### src/rtl/rst_supervisor.sv
module rst_supervisor #(
  parameter int HOLD_TICKS = 1024,
  parameter int SETTLE     = 4
) (
  input  logic clk,
  input  logic rst_n,
  input  logic pfail_i,
  input  logic osc_off_i,
  input  logic osc_ready_i,
  input  logic tick_i,
  input  logic wd_req_i,
  input  logic rst_line_i,
  output logic rst_pull_o,
  output logic access_ok_o
);
  localparam int CW = $clog2(HOLD_TICKS + SETTLE) + 1;

  typedef enum logic [2:0] {
    ST_IDLE, ST_PFAIL, ST_PUP, ST_OSC, ST_PRESS, ST_CHECK, ST_RELWAIT, ST_HOLD2
  } state_t;

  state_t        state, nxt;
  logic [CW-1:0] cnt;
  logic          sync1, line_s, line_q, osc_slow;
  logic          hold_done, settle_done, fall, rise;

  assign hold_done   = tick_i && (cnt == CW'(HOLD_TICKS - 1));
  assign settle_done = (cnt == CW'(SETTLE - 1));
  assign fall        = line_q && !line_s;
  assign rise        = !line_q && line_s;

  always_ff @(posedge clk or negedge rst_n) begin
    if (!rst_n) begin
      sync1  <= 1'b1;
      line_s <= 1'b1;
      line_q <= 1'b1;
    end else begin
      sync1  <= rst_line_i;
      line_s <= sync1;
      line_q <= line_s;
    end
  end

  always_comb begin
    nxt = state;
    case (state)
      ST_IDLE:    if (fall) nxt = ST_PRESS;
                  else if (wd_req_i) nxt = ST_HOLD2;
      ST_PFAIL:   if (!pfail_i) nxt = ST_PUP;
      ST_PUP:     if (hold_done) nxt = (osc_slow && !osc_ready_i) ? ST_OSC : ST_IDLE;
      ST_OSC:     if (osc_ready_i) nxt = ST_IDLE;
      ST_PRESS:   if (hold_done) nxt = ST_CHECK;
      ST_CHECK:   if (settle_done) nxt = line_s ? ST_IDLE : ST_RELWAIT;
      ST_RELWAIT: if (rise) nxt = ST_HOLD2;
      ST_HOLD2:   if (hold_done) nxt = ST_IDLE;
      default:    nxt = ST_IDLE;
    endcase
    if (pfail_i) nxt = ST_PFAIL;
  end

  always_ff @(posedge clk or negedge rst_n) begin
    if (!rst_n) begin
      state    <= ST_PUP;
      cnt      <= '0;
      osc_slow <= 1'b0;
    end else begin
      state <= nxt;
      if (nxt != state) cnt <= '0;
      else if (tick_i || state == ST_CHECK) cnt <= cnt + 1'b1;
      if (state == ST_PFAIL) osc_slow <= osc_off_i;
    end
  end

  assign rst_pull_o  = (state == ST_PFAIL) || (state == ST_PUP) || (state == ST_OSC) ||
                       (state == ST_PRESS) || (state == ST_HOLD2);
  assign access_ok_o = (state == ST_IDLE);

  AST_PFAIL_DRIVE: assert property (@(posedge clk) disable iff (!rst_n)
    pfail_i |=> rst_pull_o);
  AST_PFAIL_BLOCK: assert property (@(posedge clk) disable iff (!rst_n)
    pfail_i |=> !access_ok_o);
  AST_ACCESS_EXCL: assert property (@(posedge clk) disable iff (!rst_n)
    rst_pull_o |-> !access_ok_o);
  AST_RELEASE_CAUSE: assert property (@(posedge clk) disable iff (!rst_n)
    (rst_pull_o && !tick_i && !osc_ready_i && !pfail_i) |=> rst_pull_o);
  AST_OSC_WAIT: assert property (@(posedge clk) disable iff (!rst_n)
    (state == ST_OSC && !osc_ready_i && !pfail_i) |=> rst_pull_o);
endmodule

### config.mk
export PLATFORM = sky130hd
export DESIGN_NAME = rst_supervisor
export DESIGN_NICKNAME = d
export VERILOG_FILES = /design/src/rtl/rst_supervisor.sv
export SDC_FILE = /design/constraint.sdc
export NUM_CORES = 1
export LEC_CHECK = 0
export BUFFER_PORTS_ARGS = -buffer_cell sky130_fd_sc_hd__buf_2
export CAP_MARGIN = 15
export CORE_ASPECT_RATIO = 0.8
export CORE_MARGIN = 2
export CORE_UTILIZATION = 55
export DETAILED_ROUTE_END_ITERATION = 6
export PLACE_DENSITY = 0.72
export SYNTH_ARGS = -nofsm -noshare
export SYNTH_HDL_FRONTEND = slang
export SYNTH_SLANG_ARGS = --single-unit
export TNS_END_PERCENT = 30
### constraint.sdc
create_clock -name clk -period 4.7 [get_ports clk]
set_input_delay 0 -clock clk [delete_from_list [all_inputs] [get_ports clk]]
set_output_delay 0 -clock clk [all_outputs]
set_load 0.01 [all_outputs]
# [Word-level counts from Yosys, hierarchy flattened]
# Index checks and enable logic that the tools add are counted.
[classes] n_addsub=1 eq_ne=10 mux=14 n_reduce_logical=14
[op_table] operator="2-to-1 mux 3 bit" n=10
[op_table] operator="2-to-1 mux 12 bit" n=2
[op_table] operator="case mux 3 bit (8 select lines)" n=1
[op_table] operator="adder 12 x 1 -> 12 bit (second input constant)" n=1
[op_table] operator="== test 12 x 10 -> 1 bit (second input constant)" n=1
[op_table] operator="== test 12 x 2 -> 1 bit (second input constant)" n=1
[op_table] operator="== test 3 bit (second input constant)" n=4
[op_table] operator="== test 3 x 2 -> 1 bit (second input constant)" n=2
[op_table] operator="logical OR 1 bit" n=5
[op_table] operator="logical AND 1 bit" n=4
[op_table] operator="== test 3 x 1 -> 1 bit (second input constant)" n=1
[op_table] operator="logical NOT 1 bit" n=3
[op_table] operator="logical NOT 3 bit" n=1
[op_table] operator="inequality test 3 bit" n=1
[op_table] operator="2-to-1 mux 2 bit" n=1
[op_table] operator="nonzero test 2 bit" n=1
[totals] reg_bits=19 input_bits=8 elab_cells=45

# [Logic depth before layout (Yosys ltp)]
# Gate-level depths: netlist of run 1.
[logic_depth] ltp_word=8 ltp_mapped=8 depth_no_buf=6

# [Worst setup path after synthesis of run 1]
# OpenSTA, ideal clock, no wires.
[synth_timing] path_kind="reg-to-reg" start="reg cnt[0]" end="reg cnt[0]" arrival_time_ns=1.628 required_time_ns=4.581 slack_ns=2.953 stages_incl_launch_ff=9 n_path_buf=2 synth_period_minus_slack_ns=1.747 path_cell_list="dfrtp_1 -> ha_1 -> nand3_1 -> and4bb_1 -> buf_4 -> nor3_1 -> o311ai_2 -> buf_6 -> nor2_1"
[synth_between] elab_chain_cells=7
[synth_rtl] item="start: declaration" line_no="23" text="logic [CW-1:0] cnt;"
[synth_rtl] item="start signal: assignment" line_no="69" text="else if (tick_i || state == ST_CHECK) cnt <= cnt + 1'b1;"
[synth_rtl] item="== test 12 x 10 -> 1 bit" line_no="27" text="assign hold_done = tick_i && (cnt == CW'(HOLD_TICKS - 1));"
[synth_rtl] item="logical AND 1 bit" line_no="27"
[synth_rtl] item="2-to-1 mux 3 bit (on tied branches)" line_no="55, 50, 52"
[synth_rtl] item="case mux 3 bit (8 select lines)" line_no="46" text="case (state)"
[synth_rtl] item="2-to-1 mux 3 bit" line_no="58" text="if (pfail_i) nxt = ST_PFAIL;"
[synth_rtl] item="inequality test 3 bit" line_no="68" text="if (nxt != state) cnt <= '0;"
[synth_rtl] item="2-to-1 mux 12 bit / nonzero test 2 bit (equally long branches)"
# Several ways; a longest one is shown, not always the timed one. The select of a mux whose other input is x is not followed.
# A chain may end at the register's enable or synchronous reset.

# [Final worst setup path of run 1]
[layout_timing] start="reg cnt[0]" end="reg cnt[8]"
# The elaborated chain is that of the path after synthesis.

==> results of run 1 <==
[placed cells by master (no fill, tap or decap), types with 2 or more instances in the layout]
cell	netlist	layout
a31oi_1	2	2
o21ai_0	3	3
nor2_1	18	18
or3_1	2	2
dlygate4sd3_1	0	4
dfrtp_1	15	15
nor3b_1	3	3
clkbuf_4	0	3
nand4_1	3	3
a21oi_1	5	5
xor2_1	9	9
nor3_1	3	3
buf_2	2	9
and3_1	2	2
nor4_1	2	2
xnor2_1	3	3
nor2b_1	3	3
nand2_1	13	13
nand3_1	7	7
nand2b_1	3	3
and2_1	2	2
dfstp_2	4	4
[routing by layer]
metal  GRT usage  part of all wire  up-vias
li1            -                 -      482
met1       0.295              0.50      456
met2       0.310              0.45       21
met3      0.0568             0.050        2
met4      0.0476            0.0050        0
met5           0                 0        -
[power breakdown]
part | internal [mW] | leakage [nW] | switching (mW)
Clock | 0.0317 | 0.0177 | 0.0489
Sequential | 0.184 | 0.245 | 0.0364
Combinational | 0.0563 | 0.266 | 0.0675
[how the worst min path moves through the flow]
stage	slack [ns]	cells past startpoint	start	end
2_1_floorplan	-0.30	0	rst_n	cnt[0]$_DFFE_PN0P_
3_3_place_gp	-0.04	1	rst_n	osc_slow$_DFFE_PN0P_
3_5_place_dp	-0.04	1	rst_n	osc_slow$_DFFE_PN0P_
4_1_cts	0.04	5	wd_req_i	state[1]$_DFF_PN1_
5_1_grt	0.06	5	wd_req_i	state[1]$_DFF_PN1_
6_report	0.05	5	wd_req_i	state[1]$_DFF_PN1_
[cells in the mapped netlist, types with 3 or more instances]
| library cell | number | area, um^2 |
|---|---|---|
| a21oi_1 | 5 | 25.0 |
| buf_6 | 3 | 33.8 |
| dfrtp_1 | 15 | 375 |
| dfstp_2 | 4 | 105 |
| nand2_1 | 13 | 48.8 |
| nand2b_1 | 3 | 18.8 |
| nand3_1 | 7 | 35.0 |
| nand4_1 | 3 | 18.8 |
| nor2_1 | 18 | 67.6 |
| nor2b_1 | 3 | 18.8 |
| nor3_1 | 3 | 15.0 |
| nor3b_1 | 3 | 22.5 |
| o21ai_0 | 3 | 15.0 |
| xnor2_1 | 3 | 26.3 |
| xor2_1 | 9 | 78.8 |
[final cells by class]
cell class,instances,share of cell area
clock buffer,3,0.0178
clock inverter,1,0.00396
inverter,1,0.00297
multi-input combinational,102,0.503
sequential,19,0.381
tap,24,0.0238
timing repair buffer,13,0.0674
[stage by stage]
| stage | utilization | hold WS, ns |
|---|---|---|
| after floorplan | - | -0.296 |
| after global placement | 0.609 | -0.0418 |
| after detailed placement | 0.609 | -0.0402 |
| after CTS | 0.643 | 0.0382 |
| after global routing | 0.643 | 0.0616 |
| final | 0.643 | 0.0452 |
[logic make-up (layout without fill, tap and decap cells)]
group,after synthesis,in the layout
buffers and inverters,9,18
XOR/XNOR,12,12
AND/OR/NAND/NOR,66,66
adder cells (fa/ha/maj),1,1
flip-flops,19,19
AO/OA/AOI/OAI,23,23
[worst reg2reg max path, delay by kind of cell (launching register included)]
kind	cells	cell delay [ns]
and+or+nand+nor	4	0.80
AOI/OAI and AO/OA	1	0.75
DFF	1	0.40
adders and majority gates	1	0.23
[repair_timing]
item                       in CTS  in global routing
hold buffers                    4                  0
setup endpoints to repair       0                  0
hold endpoints to repair       22                  0
[sequential cells by signal (all words and copies together) (netlist names)]
register	flops
cnt	12
state	3
line_q	1
line_s	1
osc_slow	1
sync1	1
==> metrics.txt, run 1 <==
Seq/Total Area, Yosys 0.406; DRC 0; placed cell count 155; CTS clock-pin slew for the worst setup and hold paths approximately 0.1 ns; drt wl/cell roughly 14 um; Starting DRT DRC Count 26; gr usage total 0.204; Mapped Cells 130; n_diodes 0; Post-CTS Resized 0; Vias about 960; FF/Latch Area 480 um^2; Period Utilization, post-route 0.493; Final setup viols 0; simple-gate share of the synthesized area 0.290; Starting Density 0.603; # IOs 10; ANT nets after route 0; Power Density approximately 340 mW/mm^2; largest net degree at the start of global routing 20; Yosys warning count 0; Die ar. 0.00254 mm^2; crit path max fanout 12; final net count ~150; vias in the first global route between 800 and 900; setup_tns 0 ns; status finished, final reports clean; CP required just under 5 ns; clk_lat worst skew a little under 0.3 ns; Avg Inst Size Synth ~9 um^2; area growth from synthesis to layout 6.77%; crit path DAT about 2.5 ns; drt total wl approximately 2200 um; Max Cap Violations 0; worst r2r src cnt[0]$_DFFE_PN0P_; ys flop type dfrtp_1; Total Power between 400 and 500 uW; multiplexer share of the synthesized area 0; Adder-Cell Fraction of Synth Area 0.0106; reg-to-reg slack, setup about 2.4 ns; Synth Area in XOR/XNOR 0.0889; H-tree depth 1; total CTS buffers 3; Synth Area in Compound Gates 0.148; Critical path origin cnt[0]$_DFFE_PN0P_; clock tree buffer depth 2; first-pass GRT wire length 3940 um; First-pass DRT Iterations 5; setup slack after layout ~2.4 ns; P_leak between 0.5 and 0.6 nW; Post-DP HPWL about 1600 um; CP Launch Type register; worst r2r dst cnt[8]$_DFFE_PN0P_; Layout Skew ~0.0018 ns; Slowest-stage cell, CP o311ai_2; fin crit period approximately 2.3 ns; share of cells above drive strength 1 0.151; actual slew at the worst max-slew pin around 0.85 ns; DP Worst Slack roughly 2.4 ns; Fillers between 150 and 200; Die Wd 55.8 um; final slew viol count 0; Core ar. 0.00196 mm^2; height of the die ~45 um; Site Rows 14; postcts setup bufs 0; cells along the critical path ha_1 -> nand3_1 -> and4bb_1 -> nor3_1 -> o311ai_2 -> nor2_1; unrepaired setup endpoints after global routing no; number of cells on the critical path 6; CP Buf/Inv Count 0; Vias/cell between 5 and 6; Final Non-Filler Cells between 150 and 200; post-synthesis cell type count 43; grt total ovfl 0; Post-synth EDFFs 0; Synth async-reset ratio 1.00; CP top delay family simple AND/OR/NAND/NOR gates; CP endpoint kind register; synthesized net count about 140; end point of the critical path cnt[8]$_DFFE_PN0P_; Max Clk Rate ~430 MHz; final hold vios 0; Worst path max stage delay 0.75 ns; antenna violations before repair 0; Worst VDD drop between 0.2 and 0.25 mV; fin area 0.00126 mm^2; Synth Register Bits 19; Rel. slew slack 0.434; Reg2Reg Depth 6; CTS sink count 19; CTS tree yes; Hold WC Path Type in -> reg; clock root buffer clkbuf_4; Syn Std Cell Area 0.00118 mm^2; critical path class reg -> reg; largest family of logic cells by synthesized area simple AND/OR/NAND/NOR gates; Post-DP Area roughly 0.0012 mm^2; gpl congestion ~0.84; I/O Buffers 9; Multi-input gate area 636 um^2
Note: power is estimated with default switching activity, not from simulation.
==> run 2, diff against run 1 <==
Settings changed: ABC_AREA set to 1.
Clock period 4.7 ns to 2.4 ns, I/O delays scaled along.
==> run 2 against run 1 <==
Via count rose by 2.2%. Cell area rose by 8.1%. Routed wire length increased by 0.45%. Non-clock buffer count is 2 higher. Critical endpoint is now cnt[2]$_DFFE_PN0P_. Largest cell class unchanged. Highest routed layer unchanged.
==> metrics.txt, run 2 <==
Rel. slew slack 0.728 (was 0.434); Most common cell on crit path nand2_1; Syn Std Cell Area 0.00122 mm^2 (was 0.00118 mm^2); grt total ovfl 0 (unchanged); setup_tns 0 ns (unchanged); CP required 2.60 ns (was 4.85 ns); Mapped Cells 156 (was 130); height of the die 46.2 um (was 45.5 um); cell accounting for the most synthesized area dfrtp_1 (unchanged); crit path DAT 2.19 ns (was 2.47 ns); Fillers 212 (was 165); Synth Area in XOR/XNOR 0.0787 (was 0.0889); H-tree depth 1 (unchanged); Adder-Cell Fraction of Synth Area 0.0102 (was 0.0106); Biggest register cnt (unchanged); most instantiated library cell after synthesis nand2_1 (was nor2_1); CTS tree yes (unchanged); drt wl/cell 11.3 um (was 13.6 um); antenna violations before repair 0 (unchanged); crit path max fanout 12 (unchanged); clock tree buffer depth 2 (unchanged); Slowest-stage cell, CP dfrtp_1 (was o311ai_2); vias in the first global route 855 (was 861); Post-synth EDFFs 0 (unchanged); # IOs 10 (unchanged); Vias/cell 4.98 (was 5.90); drt total wl 2230 um (was 2220 um); Layout Skew 0.00627 ns (was 0.00178 ns); gpl congestion 0.839 (was 0.844); Avg Inst Size Synth 7.85 um^2 (was 9.10 um^2); Worst path max stage delay 0.43 ns (was 0.75 ns); P_leak 0.644 nW (was 0.529 nW); gr usage total 0.195 (was 0.204); actual slew at the worst max-slew pin 0.409 ns (was 0.847 ns); Starting DRT DRC Count 41 (was 26); final net count 182 (was 149); Die Wd 56.8 um (was 55.8 um); most frequent cells in the layout nand2_1, nor2_1, dfrtp_1, inv_1, nand3_1 (was nor2_1, dfrtp_1, nand2_1, xor2_1, buf_2); fin util 0.638 (was 0.643); Max Clk Rate 501 MHz (was 432 MHz); top post-synthesis cells by area dfrtp_1, nand2_1, dfstp_2 (was dfrtp_1, dfstp_2, xor2_1); Final setup viols 0 (unchanged); share of cells above drive strength 1 0.279 (was 0.151); CTS clock-pin slew for the worst setup and hold paths 0.11 ns (was 0.10 ns); Worst VDD drop 0.587 mV (was 0.245 mV); setup slack after layout 0.406 ns (was 2.38 ns); I/O Buffers 9 (unchanged); Synth async-reset ratio 1.00 (unchanged); clock root buffer clkbuf_4 (unchanged); synthesized net count 165 (was 139); final hold vios 0 (unchanged); Core ar. 0.00214 mm^2 (was 0.00196 mm^2); post-synthesis cell type count 28 (was 43); CTS sink count 19 (unchanged); CP endpoint kind register (unchanged); Synth top area share 0.306 (was 0.317); largest net degree at the start of global routing 20 (unchanged); n_diodes 0 (unchanged); Die ar. 0.00262 mm^2 (was 0.00254 mm^2); fin crit period 1.99 ns (was 2.32 ns); Post-CTS Resized 0 (unchanged); Top Registers cnt: 12 flops, state: 3 flops (unchanged); Period Utilization, post-route 0.831 (was 0.493); Starting Density 0.573 (was 0.603); unrepaired setup endpoints after global routing no (unchanged); Yosys warning count 0 (unchanged); Post-DP HPWL 1680 um (was 1630 um); commonest non-fill, non-tap cell in the layout nand2_1 (was nor2_1); multiplexer share of the synthesized area 0.0174 (was 0); CP top delay family simple AND/OR/NAND/NOR gates (unchanged); DP Worst Slack 0.453 ns (was 2.41 ns); CP Buf/Inv Count 1 (was 0); Largest register FFs 12 (unchanged); first-pass GRT wire length 3860 um (was 3940 um); DRC 0 (unchanged); Power Density 836 mW/mm^2 (was 336 mW/mm^2); simple-gate share of the synthesized area 0.381 (was 0.290); cells along the critical path ha_1 -> nand2_1 -> nor2_4 -> nand3_2 -> nand2_2 -> nand2_1 -> nor2_1 -> nand2_1 -> nand2_1 -> nand2_1 -> nand4_2 -> buf_4 -> nor2_1 (was ha_1 -> nand3_1 -> and4bb_1 -> nor3_1 -> o311ai_2 -> nor2_1); First-pass DRT Iterations 4 (was 5); ANT nets after route 0 (unchanged); top cells by count, synth nand2_1, nor2_1, dfrtp_1, inv_1, nand3_1 (was nor2_1, dfrtp_1, nand2_1, xor2_1, nand3_1); area growth from synthesis to layout 11.4% (was 6.77%); Hold WC Path Type in -> async (was in -> reg); critical path class reg -> reg (unchanged); Vias 982 (was 961); ys flop type dfrtp_1 (unchanged); largest family of logic cells by synthesized area simple AND/OR/NAND/NOR gates (unchanged); Synth Register Bits 19 (unchanged); status finished, final reports clean (unchanged); final slew viol count 0 (unchanged); Site Rows 15 (was 14); CP Launch Type register (unchanged); total CTS buffers 3 (unchanged); clk_lat worst skew 0.30 ns (was 0.29 ns); Seq/Total Area, Yosys 0.392 (was 0.406); Max Cap Violations 0 (unchanged); Synth Area in Compound Gates 0.0337 (was 0.148)
-- run 2: cell types whose count changed after synthesis, moves of 3 or more --
cell      change
inv_1        +13
nor2_2        +9
nand2_2       +3
nand3_1       +5
nand2_1      +19
nor2_4        +4
nand2b_1      -3
nor3b_1       -3
inv_2         +8
nor2b_1       -3
-- run 2: stage by stage --
| stage | hold WS (ns) | instances | power [mW] | area (um^2) |
|---|---|---|---|---|
| after floorplan | -0.296 | 156 | 0.876 | 1220 |
| after global placement | -0.0444 | 188 | 0.967 | 1280 |
| after detailed placement | -0.0413 | 188 | 0.973 | 1280 |
| after CTS | 0.161 | 197 | 1.15 | 1370 |
| after global routing | 0.176 | 197 | 1.24 | 1370 |
| final | 0.144 | 197 | 1.14 | 1370 |
-- run 2: worst register-to-register path, stage by stage, from the launching register on --
cell,delay (ns)
dfrtp_1,0.43
ha_1,0.24
nand2_1,0.11
nor2_4,0.10
nand3_2,0.11
nand2_2,0.11
nand2_1,0.06
nor2_1,0.12
nand2_1,0.09
nand2_1,0.08
nand2_1,0.06
nand4_2,0.08
buf_4,0.23
nor2_1,0.07
-- run 2: layout make-up --
class / instances / area, um^2 / area share
clock buffer: 3 / 22.5 / 0.0165
timing repair buffer: 15 / 103 / 0.0752
inverter: 22 / 82.6 / 0.0605
tap: 25 / 31.3 / 0.0229
sequential: 19 / 480 / 0.352
clock inverter: 1 / 7.51 / 0.00550
multi-input combinational: 112 / 638 / 0.467
-- run 2: final timing paths --
check,startpoint,end,slack [ns],cells after the start
max,cnt[0]$_DFFE_PN0P_,cnt[2]$_DFFE_PN0P_,0.41,13
max in group asynchronous,rst_n,sync1$_DFF_PN1_,1.93,2
min in group clk,osc_ready_i,state[0]$_DFF_PN0_,0.21,6
min,rst_n,cnt[3]$_DFFE_PN0P_,0.14,2
max reg2reg,cnt[0]$_DFFE_PN0P_,cnt[2]$_DFFE_PN0P_,0.41,13
min reg2reg,sync1$_DFF_PN1_,line_s$_DFF_PN1_,0.36,0
-- run 2: per-layer routing --
layer	vias to the layer above	GRT usage	wire length (um)
li1	517	-	-
met1	439	0.280	1160
met2	24	0.298	945
met3	2	0.0590	114
met4	0	0.0279	10
met5	-	0	0
-- run 2: report_power, final --
part           switching [mW]  internal (mW)
Sequential             0.0740          0.374
Combinational           0.338          0.189
Clock                   0.103         0.0635
Total                   0.515          0.626
-- run 2: what timing repair did --
| item | 4_1_cts | 5_1_grt |
|---|---|---|
| buffers inserted | 0 | 0 |
| hold buffers | 5 | 0 |
| hold endpoints to repair | 24 | 0 |
-- run 2: kinds of logic after synthesis --
| family | Yosys count |
|---|---|
| and+or+nand+nor | 90 |
| buffers and inverters | 25 |
| DFF | 19 |
| xor gates and xnor gates | 11 |
| AOI/OAI and AO/OA | 8 |
| muxes | 2 |
| adders and majority gates | 1 |
==> run 3, diff against run 2 <==
Settings changed: CORE_UTILIZATION 55 to 52.
Clock period 2.4 ns to 1.7 ns, I/O delays scaled along.
==> run 3 against run 2 <==
The run now ends with negative setup slack left. Sequential cell count is the same. Register-to-register slack got worse by 0.54 ns. Cell count is 7.6% higher. Non-clock buffer count grew 15. Clock skew shrank 0.0025 ns. Worst setup slack got worse by 0.54 ns. Global-route usage increased by 0.66 points. Power rose by 93%. Count of clock-buffer cells in the layout unchanged. Largest cell class unchanged. Cell area rose by 19%. Die area grew 5.3%.
==> metrics.txt, run 3 (same netlist as run 2, synthesis figures left out) <==
Post-DP HPWL 1910 um (was 1680 um); largest net degree at the start of global routing 20 (unchanged); I/O Buffers 9 (unchanged); Vias/cell 5.07 (was 4.98); failing checks negative setup slack; Post-DP Area 0.00138 mm^2 (was 0.00128 mm^2); unrepaired setup endpoints after global routing yes (was no); Worst VDD drop 1.23 mV (was 0.587 mV); final slew viol count 0 (unchanged); Vias 1,074 (was 982); n_diodes 0 (unchanged); DRC 0 (unchanged); CTS clock-pin slew for the worst setup and hold paths 0.11 ns (about the same); ANT nets after route 0 (unchanged); Largest register FFs 12 (unchanged); H-tree depth 1 (unchanged); total CTS buffers 3 (unchanged); cells along the critical path inv_4 -> nand3_1 -> inv_2 -> or2_1 -> buf_4 -> nand2_1 -> xor2_1 -> nor2_4 (was ha_1 -> nand2_1 -> nor2_4 -> nand3_2 -> nand2_2 -> nand2_1 -> nor2_1 -> nand2_1 -> nand2_1 -> nand2_1 -> nand4_2 -> buf_4 -> nor2_1); vias in the first global route 915 (was 855); clock tree buffer depth 2 (unchanged); CP required 1.90 ns (was 2.60 ns); most frequent cells in the layout nand2_1, buf_4, inv_1, dfrtp_1, nor2_1 (was nand2_1, nor2_1, dfrtp_1, inv_1, nand3_1); Starting Density 0.558 (was 0.573); share of cells above drive strength 1 0.428 (was 0.279); drt wl/cell 12.6 um (was 11.3 um); P_leak 0.745 nW (was 0.644 nW); commonest non-fill, non-tap cell in the layout nand2_1 (unchanged); clock root buffer clkbuf_4 (unchanged); Layout Skew 0.00380 ns (was 0.00627 ns); critical path class reg -> reg (unchanged); fin crit period 1.84 ns (was 1.99 ns); Site Rows 15 (unchanged); Die ar. 0.00276 mm^2 (was 0.00262 mm^2); Max Clk Rate 544 MHz (was 501 MHz); WHS 0.0626 ns (was 0.144 ns); Rel. slew slack 0.728 (about the same); gpl congestion 0.889 (was 0.839); setup_tns -1.42 ns (was 0 ns); Slowest-stage cell, CP dfstp_2 (was dfrtp_1); CTS sink count 19 (unchanged); actual slew at the worst max-slew pin 0.408 ns (was 0.409 ns); Die Wd 58.3 um (was 56.8 um); first-pass GRT wire length 4080 um (was 3860 um); fin area 0.00162 mm^2 (was 0.00137 mm^2); Worst path max stage delay 0.67 ns (was 0.43 ns); Power Density 1360 mW/mm^2 (was 836 mW/mm^2); area growth from synthesis to layout 32.2% (was 11.4%); clk_lat worst skew 0.30 ns (about the same); crit path DAT 2.04 ns (was 2.19 ns); # IOs 10 (unchanged); final net count 197 (was 182); antenna violations before repair 0 (unchanged); gr usage total 0.201 (was 0.195); final hold vios 0 (unchanged); setup slack after layout -0.138 ns (was 0.406 ns); crit path max fanout 7 (was 12); Biggest register cnt (unchanged); Period Utilization, post-route 1.08 (was 0.831); status finished, violations left (was finished, final reports clean); CP endpoint kind register (unchanged); Final setup viols 12 (was 0); Max Cap Violations 0 (unchanged); Core ar. 0.00220 mm^2 (was 0.00214 mm^2); grt total ovfl 0 (unchanged); Top Registers cnt: 12 flops, state: 3 flops (unchanged); drt total wl 2670 um (was 2230 um); Starting DRT DRC Count 32 (was 41); First-pass DRT Iterations 4 (unchanged); Hold WC Path Type in -> reg (was in -> async); CTS tree yes (unchanged); CP Launch Type register (unchanged); height of the die 47.4 um (was 46.2 um)
-- run 3: cell count changes in the layout (fill, tap and decap cells not counted), moves of 4 or more --
cell and change:
nand2_1 -5, nand2_2 +4, nor2_1 -4, nor2_4 +6, buf_4 +14
-- run 3: repair_timing --
action                     4_1_cts  5_1_grt
gates resized for setup          4       25
hold buffers                     3        0
cloned                           0        1
setup endpoints to repair       12       12
buffers inserted                 1        4
pin swaps                        3       10
hold endpoints to repair        21        0
-- run 3: per-stage QoR --
stage                util  total power [mW]  setup slack (ns)  cells
floorplan               -              1.24            0.0193    156
global placement    0.628              1.54           -0.0415    199
detailed placement  0.628              1.57           -0.0872    199
CTS                 0.667              1.85           -0.0635    207
global route        0.737              2.36            -0.246    212
finish              0.737              2.20            -0.138    212
-- run 3: power breakdown --
part / total [mW] / internal (mW) / switching (mW)
logic: 1.31 / 0.610 / 0.700
clock network: 0.239 / 0.0897 / 0.149
registers: 0.652 / 0.533 / 0.119
total: 2.20 / 1.23 / 0.969
-- run 3: worst paths after layout --
check / from / to / slack [ns] / cells past startpoint
setup / recovery: state[1]$_DFF_PN1_ / cnt[4]$_DFFE_PN0P_ / -0.14 / 8
hold / removal: pfail_i / state[1]$_DFF_PN1_ / 0.06 / 5
setup reg to reg: state[1]$_DFF_PN1_ / cnt[4]$_DFFE_PN0P_ / -0.14 / 8
min in group asynchronous: rst_n / cnt[0]$_DFFE_PN0P_ / 0.14 / 2
hold reg to reg: sync1$_DFF_PN1_ / line_s$_DFF_PN1_ / 0.36 / 0
max in group asynchronous: rst_n / state[1]$_DFF_PN1_ / 1.23 / 2
-- run 3: worst max-delay path: cells and delay by family, from the launching register on --
family / cells / cell delay, ns
buffers and inverters: 3 / 0.32
and+or+nand+nor: 4 / 0.51
xor gates and xnor gates: 1 / 0.24
DFF: 1 / 0.67
-- run 3: layout make-up --
class | count | area [um^2]
clock buffers | 3 | 22.5
multi-input cells | 112 | 746
repair buffers | 30 | 244
inverters | 22 | 85.1
clock inverters | 1 | 7.51
flip-flops and latches | 19 | 483
well taps | 25 | 31.3
fillers | 163 | 577
-- run 3: metal layers --
layer / global-route usage / share of wire / up-vias
li1: - / - / 549
met1: 0.287 / 0.48 / 504
met2: 0.310 / 0.48 / 19
met3: 0.0568 / 0.040 / 2
met4: 0.0419 / 0.0041 / 0
met5: 0 / 0 / -
